[src/rtl/icu_pkg.sv]
package icu_pkg;
   localparam int unsigned WORD_W   = 8;
   // command-word bit positions
   localparam int unsigned B_INIT   = 4;
   localparam int unsigned B_FMT    = 3;
   localparam int unsigned B_EOI    = 5;
   localparam int unsigned B_SEL    = 6;
   localparam int unsigned B_ROT    = 7;
   localparam int unsigned B_SNGL   = 1;
   localparam int unsigned B_MODEW  = 0;

   typedef enum logic [2:0] {
      ST_IDLE, ST_BASE, ST_CASC, ST_MODE, ST_READY
   } seq_st_e;

   typedef enum logic [2:0] {
      ACT_NONE, ACT_INIT, ACT_DATA, ACT_CLR_SPEC, ACT_CLR_LOW, ACT_ERR
   } act_e;
endpackage

[src/rtl/icu_lowest_pick.sv]
module icu_lowest_pick #(
   parameter int unsigned W     = 8,
   parameter bit          ARITH = 1'b1
) (
   input  logic [W-1:0] vec,
   output logic [W-1:0] pick
);
   if (ARITH) begin : g_arith
      assign pick = vec & (~vec + W'(1));
   end else begin : g_scan
      always_comb begin
         logic found;
         found = 1'b0;
         pick  = '0;
         for (int i = 0; i < int'(W); i++) begin
            if (vec[i] && !found) begin
               pick[i] = 1'b1;
               found   = 1'b1;
            end
         end
      end
   end
endmodule

[src/rtl/icu_cmd_decode.sv]
module icu_cmd_decode
   import icu_pkg::*;
#(
   parameter int unsigned LEN_W = 3
) (
   input  logic             wr_en,
   input  logic             wr_sel,
   input  logic [LEN_W-1:0] wr_len,
   input  logic [7:3]       op_hi,
   input  seq_st_e          st,
   output act_e             act,
   output logic             accepted
);
   assign accepted = wr_en && (wr_len == LEN_W'(1));

   always_comb begin
      act = ACT_NONE;
      if (wr_en && !accepted) begin
         act = ACT_ERR;
      end else if (accepted && wr_sel) begin
         act = ACT_DATA;
      end else if (accepted) begin
         if (op_hi[B_INIT]) begin
            act = ACT_INIT;
         end else if (st != ST_READY) begin
            act = ACT_ERR;
         end else if (op_hi[B_FMT]) begin
            act = ACT_NONE;
         end else if (op_hi[B_EOI] && !op_hi[B_ROT]) begin
            act = op_hi[B_SEL] ? ACT_CLR_SPEC : ACT_CLR_LOW;
         end else begin
            act = ACT_ERR;
         end
      end
   end
endmodule

[src/rtl/icu_seq_fsm.sv]
module icu_seq_fsm
   import icu_pkg::*;
(
   input  logic              clk,
   input  logic              rst_n,
   input  act_e              act,
   input  logic [WORD_W-1:0] wr_data,
   output seq_st_e           st,
   output logic [WORD_W-1:0] vec_base,
   output logic              mask_ld
);
   seq_st_e st_d;
   logic    sngl_q, modew_q;

   always_comb begin
      st_d    = st;
      mask_ld = 1'b0;
      case (act)
         ACT_INIT: st_d = ST_BASE;
         ACT_DATA: begin
            case (st)
               ST_BASE: st_d = !sngl_q ? ST_CASC : (modew_q ? ST_MODE : ST_READY);
               ST_CASC: st_d = modew_q ? ST_MODE : ST_READY;
               ST_MODE: st_d = ST_READY;
               default: mask_ld = 1'b1;
            endcase
         end
         default: ;
      endcase
   end

   always_ff @(posedge clk or negedge rst_n) begin
      if (!rst_n) begin
         st       <= ST_IDLE;
         sngl_q   <= 1'b0;
         modew_q  <= 1'b0;
         vec_base <= '0;
      end else begin
         st <= st_d;
         if (act == ACT_INIT) begin
            sngl_q  <= wr_data[B_SNGL];
            modew_q <= wr_data[B_MODEW];
         end
         if (act == ACT_DATA && st == ST_BASE) vec_base <= wr_data;
      end
   end
endmodule

[src/rtl/icu_cmd_seq.sv]
module icu_cmd_seq
   import icu_pkg::*;
#(
   parameter int unsigned LVL_W        = 3,
   parameter int unsigned LEN_W        = 3,
   parameter bit          LOWEST_ARITH = 1'b1,
   parameter logic [7:0]  MASK_RST     = 8'hFF,
   localparam int unsigned NL          = 1 << LVL_W
) (
   input  logic             clk,
   input  logic             rst_n,
   input  logic             wr_en,
   input  logic             wr_sel,
   input  logic [LEN_W-1:0] wr_len,
   input  logic [7:0]       wr_data,
   input  logic [NL-1:0]    isr_in,
   output logic [7:0]       vec_base,
   output logic [7:0]       irq_mask,
   output logic [NL-1:0]    isr_clr,
   output logic             clr_pend,
   output logic             cmd_err,
   output logic             seq_ready
);
   if (LVL_W < 1 || LVL_W > 3) begin : g_bad_lvl
      $error("LVL_W must lie in 1..3: the level field is bits 2:0");
   end
   if (LEN_W < 1) begin : g_bad_len
      $error("LEN_W must be at least 1");
   end

   seq_st_e         st;
   act_e            act;
   logic            accepted, mask_ld;
   logic [NL-1:0]   low_pick, clr_d;

   icu_cmd_decode #(.LEN_W(LEN_W)) u_dec (
      .wr_en    (wr_en),
      .wr_sel   (wr_sel),
      .wr_len   (wr_len),
      .op_hi    (wr_data[7:3]),
      .st       (st),
      .act      (act),
      .accepted (accepted)
   );

   icu_seq_fsm u_fsm (
      .clk      (clk),
      .rst_n    (rst_n),
      .act      (act),
      .wr_data  (wr_data),
      .st       (st),
      .vec_base (vec_base),
      .mask_ld  (mask_ld)
   );

   icu_lowest_pick #(.W(NL), .ARITH(LOWEST_ARITH)) u_pick (
      .vec  (isr_in),
      .pick (low_pick)
   );

   always_comb begin
      case (act)
         ACT_CLR_SPEC: clr_d = NL'(1) << wr_data[LVL_W-1:0];
         ACT_CLR_LOW:  clr_d = low_pick;
         default:      clr_d = '0;
      endcase
   end

   assign seq_ready = (st == ST_READY);

   always_ff @(posedge clk or negedge rst_n) begin
      if (!rst_n) begin
         irq_mask <= MASK_RST;
         isr_clr  <= '0;
         clr_pend <= 1'b0;
         cmd_err  <= 1'b0;
      end else begin
         if (mask_ld) irq_mask <= wr_data;
         isr_clr  <= clr_d;
         clr_pend <= accepted;
         cmd_err  <= (act == ACT_ERR);
      end
   end
endmodule

[config.mk]
export PLATFORM = sky130hd
export DESIGN_NAME = icu_cmd_seq
export DESIGN_NICKNAME = d
export VERILOG_FILES = /design/src/rtl/icu_pkg.sv /design/src/rtl/icu_lowest_pick.sv /design/src/rtl/icu_cmd_decode.sv /design/src/rtl/icu_seq_fsm.sv /design/src/rtl/icu_cmd_seq.sv
export SDC_FILE = /design/constraint.sdc
export NUM_CORES = 1
export LEC_CHECK = 0
export ABC_AREA = 0
export BUFFER_PORTS_ARGS = -buffer_cell sky130_fd_sc_hd__clkbuf_2
export CELL_PAD_IN_SITES_DETAIL_PLACEMENT = 0
export CELL_PAD_IN_SITES_GLOBAL_PLACEMENT = 1
export CORE_ASPECT_RATIO = 1.25
export CORE_MARGIN = 2
export CORE_UTILIZATION = 25
export CTS_BUF_LIST = sky130_fd_sc_hd__clkbuf_16
export CTS_CLUSTER_DIAMETER = 80
export DETAILED_ROUTE_END_ITERATION = 8
export HOLD_SLACK_MARGIN = 0.06
export PLACE_DENSITY = 0.53
export SLEW_MARGIN = 10
export SYNTH_ARGS = -nofsm -noshare
export SYNTH_HDL_FRONTEND = slang
export SYNTH_HIERARCHICAL = 1
export SYNTH_SLANG_ARGS = --single-unit
[constraint.sdc]
create_clock -name clk -period 2.6 [get_ports clk]
set_clock_uncertainty 0.1 [all_clocks]
set_input_delay 0 -clock clk [delete_from_list [all_inputs] [get_ports clk]]
set_output_delay 0 -clock clk [all_outputs]
set_load 0.005 [all_outputs]
==> metrics.csv, run 1 <==
stage,metric,value,unit
status,status,"complete, no violations",
layout,Layout Nets,218,
power,Net Switching,298.5,uW
worst_setup_path,CP required,2710,ps
worst_setup_path,worst-path maximum fanout,4,
yosys,Mapped Avg Cell Area,13.54,sq um
timing,setup_tns,0,ps
clocking,htree depth,2,
run,max-cap viol count,0,
floorplanning,die area,6709,sq um
power,sequential power share,42.9,%
clocking,CTS sink cnt,31,
clocking,root buf cell,clkbuf_16,
layout,ant diodes,0,
clocking,clock latency on the worst-skew pair,270,ps
floorplanning,Core Area,5818,sq um
drt,DR vias,1216,
global_routing,largest net degree at the start of global routing,32,
global_routing,antenna violations before repair,0,
timing,fin crit period,2479,ps
timing,Pins Over Slew Limit,0,
yosys,"FF+latch count, synth",31,
drt,routed vias/inst,4.641,
yosys,"Seq/Total Area, Yosys",51.82,%
yosys,number of synthesized flops with an enable pin,0,
clocking,Clock Pin Slew Worst Setup and Hold Paths,50,ps
yosys,"Primary FF master, synth",dfrtp_1,
power,power per cell area,562.3,nW/um^2
worst_setup_path,Crit path arrival time,2590,ps
global_routing,global-route wire length before repair,5.989,mm
worst_setup_path,Worst setup SP type,input port,
placed_design,Cells after DPL,232,
timing,# setup viols final,0,
drt,Detail Route Antenna Nets,0,
drt,Routed Wire Length,3.710,mm
global_routing,Total GRT Usage,11.63,%
worst_setup_path,Crit. End Element,flip-flop,
placed_design,DP Wirelength,2.810,mm
drt,DR iter-0 viols,68,
layout,final cell count without fillers,262,
placed_design,Placed Area,1884,sq um
yosys,Post-Syn Area,1516,sq um
power,combinational share of power,14.0,%
floorplanning,I/O Pins,50,
drt,TritonRoute pass-1 iters,4,
power,clock group share of total power,43.0,%
clocking,CTS tree,done,
power,Switching Share,23.53,%
timing,Highest Clock Rate,0.4034,GHz
timing,crit share post-route,95.35,%
layout,layout cell share with drive strength beyond 1,57.65,%
layout,area grow syn2layout,48.76,%
yosys,Netlist cell types,43,
drt,DRC viols,0,
yosys,Post-Syn Nets,135,
yosys,Cells after Synth,112,
clocking,cts bufs inserted,5,
floorplanning,die height,91.08,um
timing,Final Hold Viols,0,
timing,Rel. slew slack,47.97,%
power,Worst VDD drop,0.2245,mV
placed_design,port buffer count,49,
layout,"most common cell after layout, fill and taps aside",clkbuf_2,
power,LEAKAGE,0.001135,uW
floorplanning,initial core utilization,26.06,%
global_routing,vias in the first global route,1207,
min_path,Hold Path Class,input port to flip-flop,
layout,design area,2256,sq um
floorplanning,Rows,31,
drt,WL/cell,14.16,um
global_routing,grt ovf,0,
layout,"commonest non-fill, non-tap cells in the layout","49 x clkbuf_2, 23 x dfrtp_1, 21 x dlygate4sd3_1",
clocking,CTS max path bufs,2,
timing,worst-margin pin slew,780.5,ps
yosys,yosys warns,6,
worst_setup_path,Crit Path Class,input port to flip-flop,
yosys,asr flop ratio synth,100.0,%
placed_design,RD Place Congestion,0.7693,
floorplanning,Die W,73.66,um
power,internal power,970.1,uW
## power groups by stage
stage	combinational [uW]	clock, uW	sequential, uW
floorplan	69.1	0	552
global placement	155	0	550
detailed placement	157	0	553
CTS	178	560	545
global route	197	588	548
finish	178	546	544
## through the flow
stage	setup WS, ps	hold WS, ps	power, uW	util, %
2_1_floorplan	221.3	-395.6	621.5	-
3_3_place_gp	295.7	20.30	704.8	32.39
3_5_place_dp	269.3	25.83	709.7	32.39
4_1_cts	19.79	66.06	1283	38.41
5_1_grt	-4.598	67.99	1333	38.77
6_report	120.9	70.38	1269	38.77
## final timing paths
path / endpoint / cells past startpoint / slack, ps / startpoint
worst max register to register: isr_clr[6]$_DFF_PN0_ / 7 / 130 / u_fsm/st[1]$_DFFE_PN0P_
min in group asynchronous: u_fsm/st[2]$_DFFE_PN0P_ / 2 / 250 / rst_n
worst min-delay path: isr_clr[3]$_DFF_PN0_ / 3 / 70 / isr_in[2]
max in group asynchronous: u_fsm/st[1]$_DFFE_PN0P_ / 2 / 1660 / rst_n
worst max-delay path: isr_clr[6]$_DFF_PN0_ / 9 / 120 / wr_en
worst min register to register: u_fsm/vec_base[3]$_DFFE_PN0P_ / 1 / 400 / u_fsm/vec_base[3]$_DFFE_PN0P_
## kinds of logic after synthesis
kind of cell	share of synthesized area [%]
AOI/OAI and AO/OA	12.05
and+or+nand+nor	19.80
muxes	14.03
buffers and inverters	2.310
DFF	51.81
## registers in the layout, indices dropped and copies added (netlist names)
| register | cells |
|---|---|
| clr_pend | 1 |
| cmd_err | 1 |
| irq_mask | 8 |
| isr_clr | 8 |
| u_fsm/modew_q | 1 |
| u_fsm/sngl_q | 1 |
| u_fsm/st | 3 |
| u_fsm/vec_base | 8 |
## cell type report
class,count,area (sq um)
clock inverters,3,15.01
repair buffers,78,515.5
flip-flops and latches,31,785.8
well taps,66,82.58
multi-input cells,73,709.4
clock buffers,5,125.1
inverters,6,22.52
fillers,570,3562
## cell usage after synthesis, types with 2 or more instances
master    n  share of area [%]
a32o_2    6                4.5
inv_1     6                1.5
nor2b_1   2               0.82
a22o_1    2                1.2
nor3b_1   4                2.0
dfrtp_1  23                 38
and3b_2   2                1.3
nor2_1    8                2.0
dfstp_2   8                 14
mux2_2   18                 13
## worst max-delay path: stages
cell and delay (ps):
dlygate4sd3_1 530, clkbuf_2 110, and4bb_2 260, nand2b_2 90, o21ai_0 390, buf_4 220
and4bb_4 270, a32o_2 160, dlygate4sd3_1 550
## per-layer routing
layer / part of all wire, % / track usage, % / vias to the layer above
met3: 3.8 / 3.219 / 4
met2: 53 / 19.79 / 34
met1: 42 / 13.90 / 586
met5: 0 / 0 / -
li1: - / - / 592
met4: 1.2 / 3.636 / 0
## repair_timing
action / in CTS / in global routing
endpoints found under the setup margin: 0 / 3
resized for setup: 0 / 2
hold buffers: 21 / 0
hold endpoints to repair: 49 / 0
setup buffers: 0 / 1
(Power assumes the default switching activity.)
==> run 2, diff against run 1 <==
Settings changed: ABC_AREA 0 to not set, CORE_MARGIN 2 to not set.
==> run 2 against run 1 <==
Net effect: register-to-register slack better by 30 ps; design area up 0.44%; utilization increased by 0.17 points; global-route usage rose by 1.0 points; first-iteration DRC count shrank 25%; clock power about the same; sequential power is essentially flat; count of clock-buffer cells in the layout unchanged; critical path depth is 1 lower; die area shrank 4.9%; wire length grew 2.4%; largest cell class unchanged; largest power group unchanged.
==> metrics.csv, run 2 (synthesis gave the netlist of run 1 again) <==
stage,metric,value,unit,change
timing,fin crit period,2491,ps,was 2479 ps
layout,Largest regs,"irq_mask (8), isr_clr (8), u_fsm/vec_base (8)",,unchanged
worst_setup_path,Crit. End Element,flip-flop,,unchanged
power,clock group share of total power,43.1,%,was 43.0%
timing,crit share post-route,95.82,%,was 95.35%
drt,DRC viols,0,,unchanged
power,Worst VDD drop,0.3892,mV,was 0.2245 mV
global_routing,antenna violations before repair,0,,unchanged
layout,design area,2266,sq um,was 2256 sq um
power,sequential power share,42.7,%,was 42.9%
clocking,Clock Pin Slew Worst Setup and Hold Paths,50,ps,about the same
placed_design,Placed Area,1884,sq um,unchanged
clocking,CTS max path bufs,2,,unchanged
layout,Layout Nets,219,,was 218
power,Net Switching,302.6,uW,was 298.5 uW
floorplanning,die height,89.08,um,was 91.08 um
floorplanning,Core Area,5818,sq um,unchanged
clocking,clock latency on the worst-skew pair,270,ps,about the same
global_routing,grt ovf,0,,unchanged
global_routing,vias in the first global route,1260,,was 1207
global_routing,Total GRT Usage,12.65,%,was 11.63%
global_routing,largest net degree at the start of global routing,32,,unchanged
clocking,CTS sink cnt,31,,unchanged
clocking,CTS tree,done,,unchanged
status,status,"complete, no violations",,unchanged
drt,WL/cell,14.44,um,was 14.16 um
worst_setup_path,Worst setup SP type,input port,,unchanged
timing,Final Hold Viols,0,,unchanged
worst_setup_path,critical path's slowest cell,dlygate4sd3_1,,unchanged
worst_setup_path,critical-path cell list,"dlygate4sd3_1, clkbuf_2, and4bb_2, nand2b_2, o31ai_4, and4bb_4, a32o_2, dlygate4sd3_1",,"was dlygate4sd3_1, clkbuf_2, and4bb_2, nand2b_2, o21ai_0, buf_4, and4bb_4, a32o_2, dlygate4sd3_1"
timing,RSZ-0062 raised after global routing,false,,
drt,Routed Wire Length,3.799,mm,was 3.710 mm
min_path,Hold Path Class,input port to flip-flop,,unchanged
worst_setup_path,Crit path arrival time,2540,ps,was 2590 ps
clocking,cts bufs inserted,5,,unchanged
layout,"most common cell after layout, fill and taps aside",clkbuf_2,,unchanged
power,total chip power,1274,uW,was 1269 uW
floorplanning,initial core utilization,26.06,%,unchanged
power,combinational share of power,14.2,%,was 14.0%
worst_setup_path,R2R cell count,7,,unchanged
drt,DR iter-0 viols,51,,was 68
layout,layout cell share with drive strength beyond 1,57.36,%,was 57.65%
global_routing,global-route wire length before repair,6.099,mm,was 5.989 mm
worst_setup_path,reg-to-reg endpoint,isr_clr[6]$_DFF_PN0_,,unchanged
drt,TritonRoute pass-1 iters,4,,unchanged
drt,Detail Route Antenna Nets,0,,unchanged
floorplanning,Die W,71.66,um,was 73.66 um
timing,worst-margin pin slew,777.7,ps,was 780.5 ps
layout,final cell count without fillers,263,,was 262
worst_setup_path,worst r2r src,u_fsm/st[1]$_DFFE_PN0P_,,unchanged
placed_design,Cells after DPL,232,,unchanged
layout,"commonest non-fill, non-tap cells in the layout","49 x clkbuf_2, 23 x dfrtp_1, 22 x dlygate4sd3_1",,"was 49 x clkbuf_2, 23 x dfrtp_1, 21 x dlygate4sd3_1"
worst_setup_path,Reg2Reg Setup Slack,160,ps,was 130 ps
worst_setup_path,max incr delay on CP,560,ps,was 550 ps
placed_design,RD Place Congestion,0.7813,,was 0.7693
worst_setup_path,CP required,2650,ps,was 2710 ps
timing,Pins Over Slew Limit,0,,unchanged
worst_setup_path,Crit. Startpoint,wr_len[1],,was wr_en
worst_setup_path,Crit Path Class,input port to flip-flop,,unchanged
power,internal power,971.2,uW,was 970.1 uW
floorplanning,die area,6383,sq um,was 6709 sq um
drt,routed vias/inst,4.738,,was 4.641
placed_design,port buffer count,49,,unchanged
floorplanning,I/O Pins,50,,unchanged
min_path,HP Start,isr_in[3],,was isr_in[2]
layout,area grow syn2layout,49.42,%,was 48.76%
clocking,htree depth,2,,unchanged
timing,Rel. slew slack,48.15,%,was 47.97%
worst_setup_path,Critical Path Most Common Cell,dlygate4sd3_1,,unchanged
timing,# setup viols final,0,,unchanged
run,max-cap viol count,0,,unchanged
drt,DR vias,1246,,was 1216
timing,Highest Clock Rate,0.4014,GHz,was 0.4034 GHz
min_path,hold depth,3,,unchanged
floorplanning,Rows,31,,unchanged
power,Switching Share,23.76,%,was 23.53%
min_path,WHS Endpoint,isr_clr[3]$_DFF_PN0_,,unchanged
power,power per cell area,562.2,nW/um^2,was 562.3 nW/um^2
timing,setup_tns,0,ps,unchanged
power,LEAKAGE,0.001139,uW,was 0.001135 uW
clocking,root buf cell,clkbuf_16,,unchanged
layout,ant diodes,0,,unchanged
placed_design,DP Wirelength,2.779,mm,was 2.810 mm
worst_setup_path,worst-path maximum fanout,7,,was 4
## run 2: layout make-up
cell class | count | area, sq um
Fill cell | 588 | 3552
Sequential cell | 31 | 785.8
Multi-Input combinational cell | 73 | 709.4
Timing Repair Buffer | 79 | 525.5
Clock buffer | 5 | 125.1
Tap cell | 66 | 82.58
Inverter | 6 | 22.52
Clock inverter | 3 | 15.01
## run 2: power by group through the flow
stage               registers (uW)  logic (uW)  clock network [uW]
finish                         544         181                 549
global placement               550         154                   0
global route                   550         201                 586
CTS                            544         179                 567
floorplan                      552        69.1                   0
detailed placement             552         157                   0
## run 2: critical path: cells and delay by family
kind	cells	cell delay, ps
AND/OR/NAND/NOR	3	720
buffers and inverters	3	1210
AO/OA/AOI/OAI	2	610
## run 2: stage by stage
step | hold WS [ps] | setup slack [ps] | utilization (%)
2_1_floorplan | -395.6 | 221.3 | -
3_3_place_gp | 18.57 | 295.3 | 32.39
3_5_place_dp | 26.57 | 276.3 | 32.39
4_1_cts | 127.0 | 16.01 | 38.58
5_1_grt | 156.1 | 29.16 | 38.95
6_report | 128.6 | 108.6 | 38.95
## run 2: routing by layer
metal  vias up  share of wire [%]  track usage, %  wire length, um
met5         -                  0               0                0
met4         0                  0           4.278                0
met3         0                4.2           3.382              160
met2        35                 55           23.33             2099
met1       623                 41           14.11             1539
li1        588                  -               -                -
## run 2: worst max path at each step
stage	slack, ps	endpoint
2_1_floorplan	220	u_fsm/modew_q$_DFFE_PN0N_
3_3_place_gp	300	u_fsm/vec_base[2]$_DFFE_PN0P_
3_5_place_dp	280	irq_mask[5]$_DFFE_PN1P_
4_1_cts	20	isr_clr[4]$_DFF_PN0_
5_1_grt	30	isr_clr[6]$_DFF_PN0_
6_report	110	isr_clr[6]$_DFF_PN0_
## run 2: timing repair
item	CTS	global route
resized for setup	0	3
hold endpoints to repair	49	0
setup buffers	0	1
hold buffers	22	0
endpoints found under the setup margin	0	3
==> run 3, diff against run 2 <==
--- a/config.mk
+++ b/config.mk
@@ -22 +22,2 @@
 export SYNTH_SLANG_ARGS = --single-unit
+export TNS_END_PERCENT = 10
==> constraint.sdc (replaced) <==
create_clock -name clk -period 2.6 [get_ports clk]
set_clock_uncertainty 0.1 [all_clocks]
set_input_delay 0.52 -clock clk [delete_from_list [all_inputs] [get_ports clk]]
set_output_delay 0.52 -clock clk [all_outputs]
set_load 0.005 [all_outputs]
==> run 3 against run 2 <==
Net effect: wire length shrank 4.4%; critical path depth decreased by 1; power fell by 2.1%; sequential power hardly changed; utilization shrank 4.0 points; first-iteration DRC count grew 35%; non-clock buffer count fell by 22; worst setup slack improved by 200 ps; hold slack better by 79 ps; count of clock-buffer cells in the layout did not move; combinational power is 14% lower; global-route usage decreased by 0.41 points; critical endpoint is now irq_mask[5]$_DFFE_PN1P_; largest power group unchanged; highest routed layer is now met4.
==> metrics.csv, run 3 (synthesis gave the netlist of run 1 again) <==
stage,metric,value,unit,change
status,status,"complete, no violations",,unchanged
clocking,Clock Pin Slew Worst Setup and Hold Paths,50,ps,about the same
layout,area of the multi-input gates,695.7,sq um,was 709.4 sq um
timing,fin crit period,2296,ps,was 2491 ps
power,Net Switching,296.8,uW,was 302.6 uW
floorplanning,Core Area,5818,sq um,unchanged
run,max-cap viol count,0,,unchanged
timing,RSZ-0062 raised after global routing,false,,unchanged
power,LEAKAGE,0.001035,uW,was 0.001139 uW
floorplanning,Rows,31,,unchanged
timing,Pins Over Slew Limit,0,,unchanged
worst_setup_path,worst-path maximum fanout,5,,was 7
global_routing,grt ovf,0,,unchanged
global_routing,Total GRT Usage,12.24,%,was 12.65%
power,sequential power share,43.7,%,was 42.7%
placed_design,port buffer count,49,,unchanged
worst_setup_path,Crit Path Class,flip-flop to flip-flop,,was input port to flip-flop
timing,Highest Clock Rate,0.4355,GHz,was 0.4014 GHz
layout,area grow syn2layout,33.99,%,was 49.42%
timing,# setup viols final,0,,unchanged
worst_setup_path,Crit. End Element,flip-flop,,unchanged
clocking,Resized cells post-CTS,0,,unchanged
drt,routed vias/inst,4.817,,was 4.738
power,Switching Share,23.79,%,was 23.76%
floorplanning,die height,89.08,um,unchanged
floorplanning,initial core utilization,26.06,%,unchanged
worst_setup_path,Crit path arrival time,2400,ps,was 2540 ps
global_routing,global-route wire length before repair,5.754,mm,was 6.099 mm
layout,final core utilization,34.92,%,was 38.95%
layout,Fillers,590,,was 588
layout,"most common cell after layout, fill and taps aside",clkbuf_2,,unchanged
power,Worst VDD drop,0.2244,mV,was 0.3892 mV
placed_design,DP Wirelength,2.813,mm,was 2.779 mm
clocking,Hold Buf Count CTS,0,,was 22
drt,DR iter-0 viols,69,,was 51
global_routing,antenna violations before repair,0,,unchanged
power,internal power,950.7,uW,was 971.2 uW
floorplanning,Die W,71.66,um,unchanged
timing,setup_tns,0,ps,unchanged
clocking,CTS sink cnt,31,,unchanged
layout,Register Area,785.8,sq um,unchanged
drt,WL/cell,15.07,um,was 14.44 um
worst_setup_path,R2R cell count,7,,unchanged
clocking,clock latency on the worst-skew pair,280,ps,was 270 ps
min_path,Hold Path Class,input port to asynchronous set/reset pin,,was input port to flip-flop
timing,crit share post-route,88.32,%,was 95.82%
drt,TritonRoute pass-1 iters,4,,unchanged
clocking,root buf cell,clkbuf_16,,unchanged
timing,Final Hold Viols,0,,unchanged
drt,Routed Wire Length,3.631,mm,was 3.799 mm
layout,ant diodes,0,,unchanged
clocking,CTS tree,done,,unchanged
power,clock group share of total power,43.9,%,was 43.1%
placed_design,RD Place Congestion,0.8095,,was 0.7813
worst_setup_path,CP required,2700,ps,was 2650 ps
global_routing,largest net degree at the start of global routing,32,,unchanged
layout,"commonest non-fill, non-tap cells in the layout","49 x clkbuf_2, 23 x dfrtp_1, 18 x mux2_2",,"was 49 x clkbuf_2, 23 x dfrtp_1, 22 x dlygate4sd3_1"
floorplanning,I/O Pins,50,,unchanged
power,combinational share of power,12.4,%,was 14.2%
clocking,htree depth,2,,unchanged
layout,layout cell share with drive strength beyond 1,64.00,%,was 57.36%
timing,Rel. slew slack,49.44,%,was 48.15%
worst_setup_path,Worst setup SP type,flip-flop,,was input port
clocking,cts bufs inserted,5,,unchanged
layout,Layout Nets,197,,was 219
worst_setup_path,Reg2Reg Setup Slack,300,ps,was 160 ps
clocking,CTS max path bufs,2,,unchanged
worst_setup_path,reg-to-reg endpoint,irq_mask[5]$_DFFE_PN1P_,,was isr_clr[6]$_DFF_PN0_
timing,worst-margin pin slew,758.4,ps,was 777.7 ps
clocking,number of setup buffers added after CTS,0,,unchanged
drt,DRC viols,0,,unchanged
worst_setup_path,worst r2r src,u_fsm/st[1]$_DFFE_PN0P_,,unchanged
layout,Largest regs,"irq_mask (8), isr_clr (8), u_fsm/vec_base (8)",,unchanged
drt,Detail Route Antenna Nets,0,,unchanged
floorplanning,die area,6383,sq um,unchanged
power,power per cell area,613.9,nW/um^2,was 562.2 nW/um^2
global_routing,vias in the first global route,1184,,was 1260
drt,DR vias,1161,,was 1246
run 3: layer usage:
| layer | routed length [um] | track usage (%) | up-vias | share of wire (%) |
|---|---|---|---|---|
| li1 | - | - | 544 | - |
| met1 | 1529 | 13.60 | 573 | 42 |
| met2 | 1856 | 21.70 | 37 | 51 |
| met3 | 152 | 2.706 | 7 | 4.2 |
| met4 | 93 | 6.952 | 0 | 2.6 |
| met5 | 0 | 0 | - | 0 |
run 3: worst max path at each step:
stage,from,end,slack (ps),cells past startpoint
floorplan,wr_len[1],u_fsm/modew_q$_DFFE_PN0N_,190,5
global placement,wr_data[4],irq_mask[7]$_DFFE_PN1P_,-10,8
detailed placement,wr_data[4],irq_mask[5]$_DFFE_PN1P_,20,8
CTS,u_fsm/st[1]$_DFFE_PN0P_,irq_mask[5]$_DFFE_PN1P_,250,7
global route,u_fsm/st[1]$_DFFE_PN0P_,irq_mask[3]$_DFFE_PN1P_,110,7
finish,u_fsm/st[1]$_DFFE_PN0P_,irq_mask[5]$_DFFE_PN1P_,300,7
run 3: per-stage QoR:
stage	power, uW	hold WS [ps]	instances	instance area [sq um]	setup slack (ps)
2_1_floorplan	621.6	124.4	112	1516	193.4
3_5_place_dp	710.4	398.2	233	1892	17.59
6_report	1247	207.9	241	2032	303.8
5_1_grt	1308	278.3	241	2032	105.3
3_3_place_gp	706.5	405.3	233	1892	-11.54
4_1_cts	1266	242.9	241	2032	251.0
run 3: critical path, stage by stage, from the launching register on:
cell,delay (ps)
dfrtp_1,380
nor4b_2,350
a31oi_1,130
nor2b_1,200
or3b_1,400
nor2_1,150
buf_4,170
mux2_2,330
run 3: area by class of cell:
class,count,area share [%]
Clock buffer,5,6.158
Sequential cell,31,38.67
Tap cell,66,4.064
Inverter,6,1.108
Timing Repair Buffer,57,15.02
Multi-Input combinational cell,73,34.24
Clock inverter,3,0.7389
run 3: power by group through the flow:
stage	clock (uW)	combinational [uW]	sequential (uW)
2_1_floorplan	0	69.2	552
6_report	548	155	545
3_3_place_gp	0	154	552
3_5_place_dp	0	157	554
5_1_grt	585	174	549
4_1_cts	563	158	546
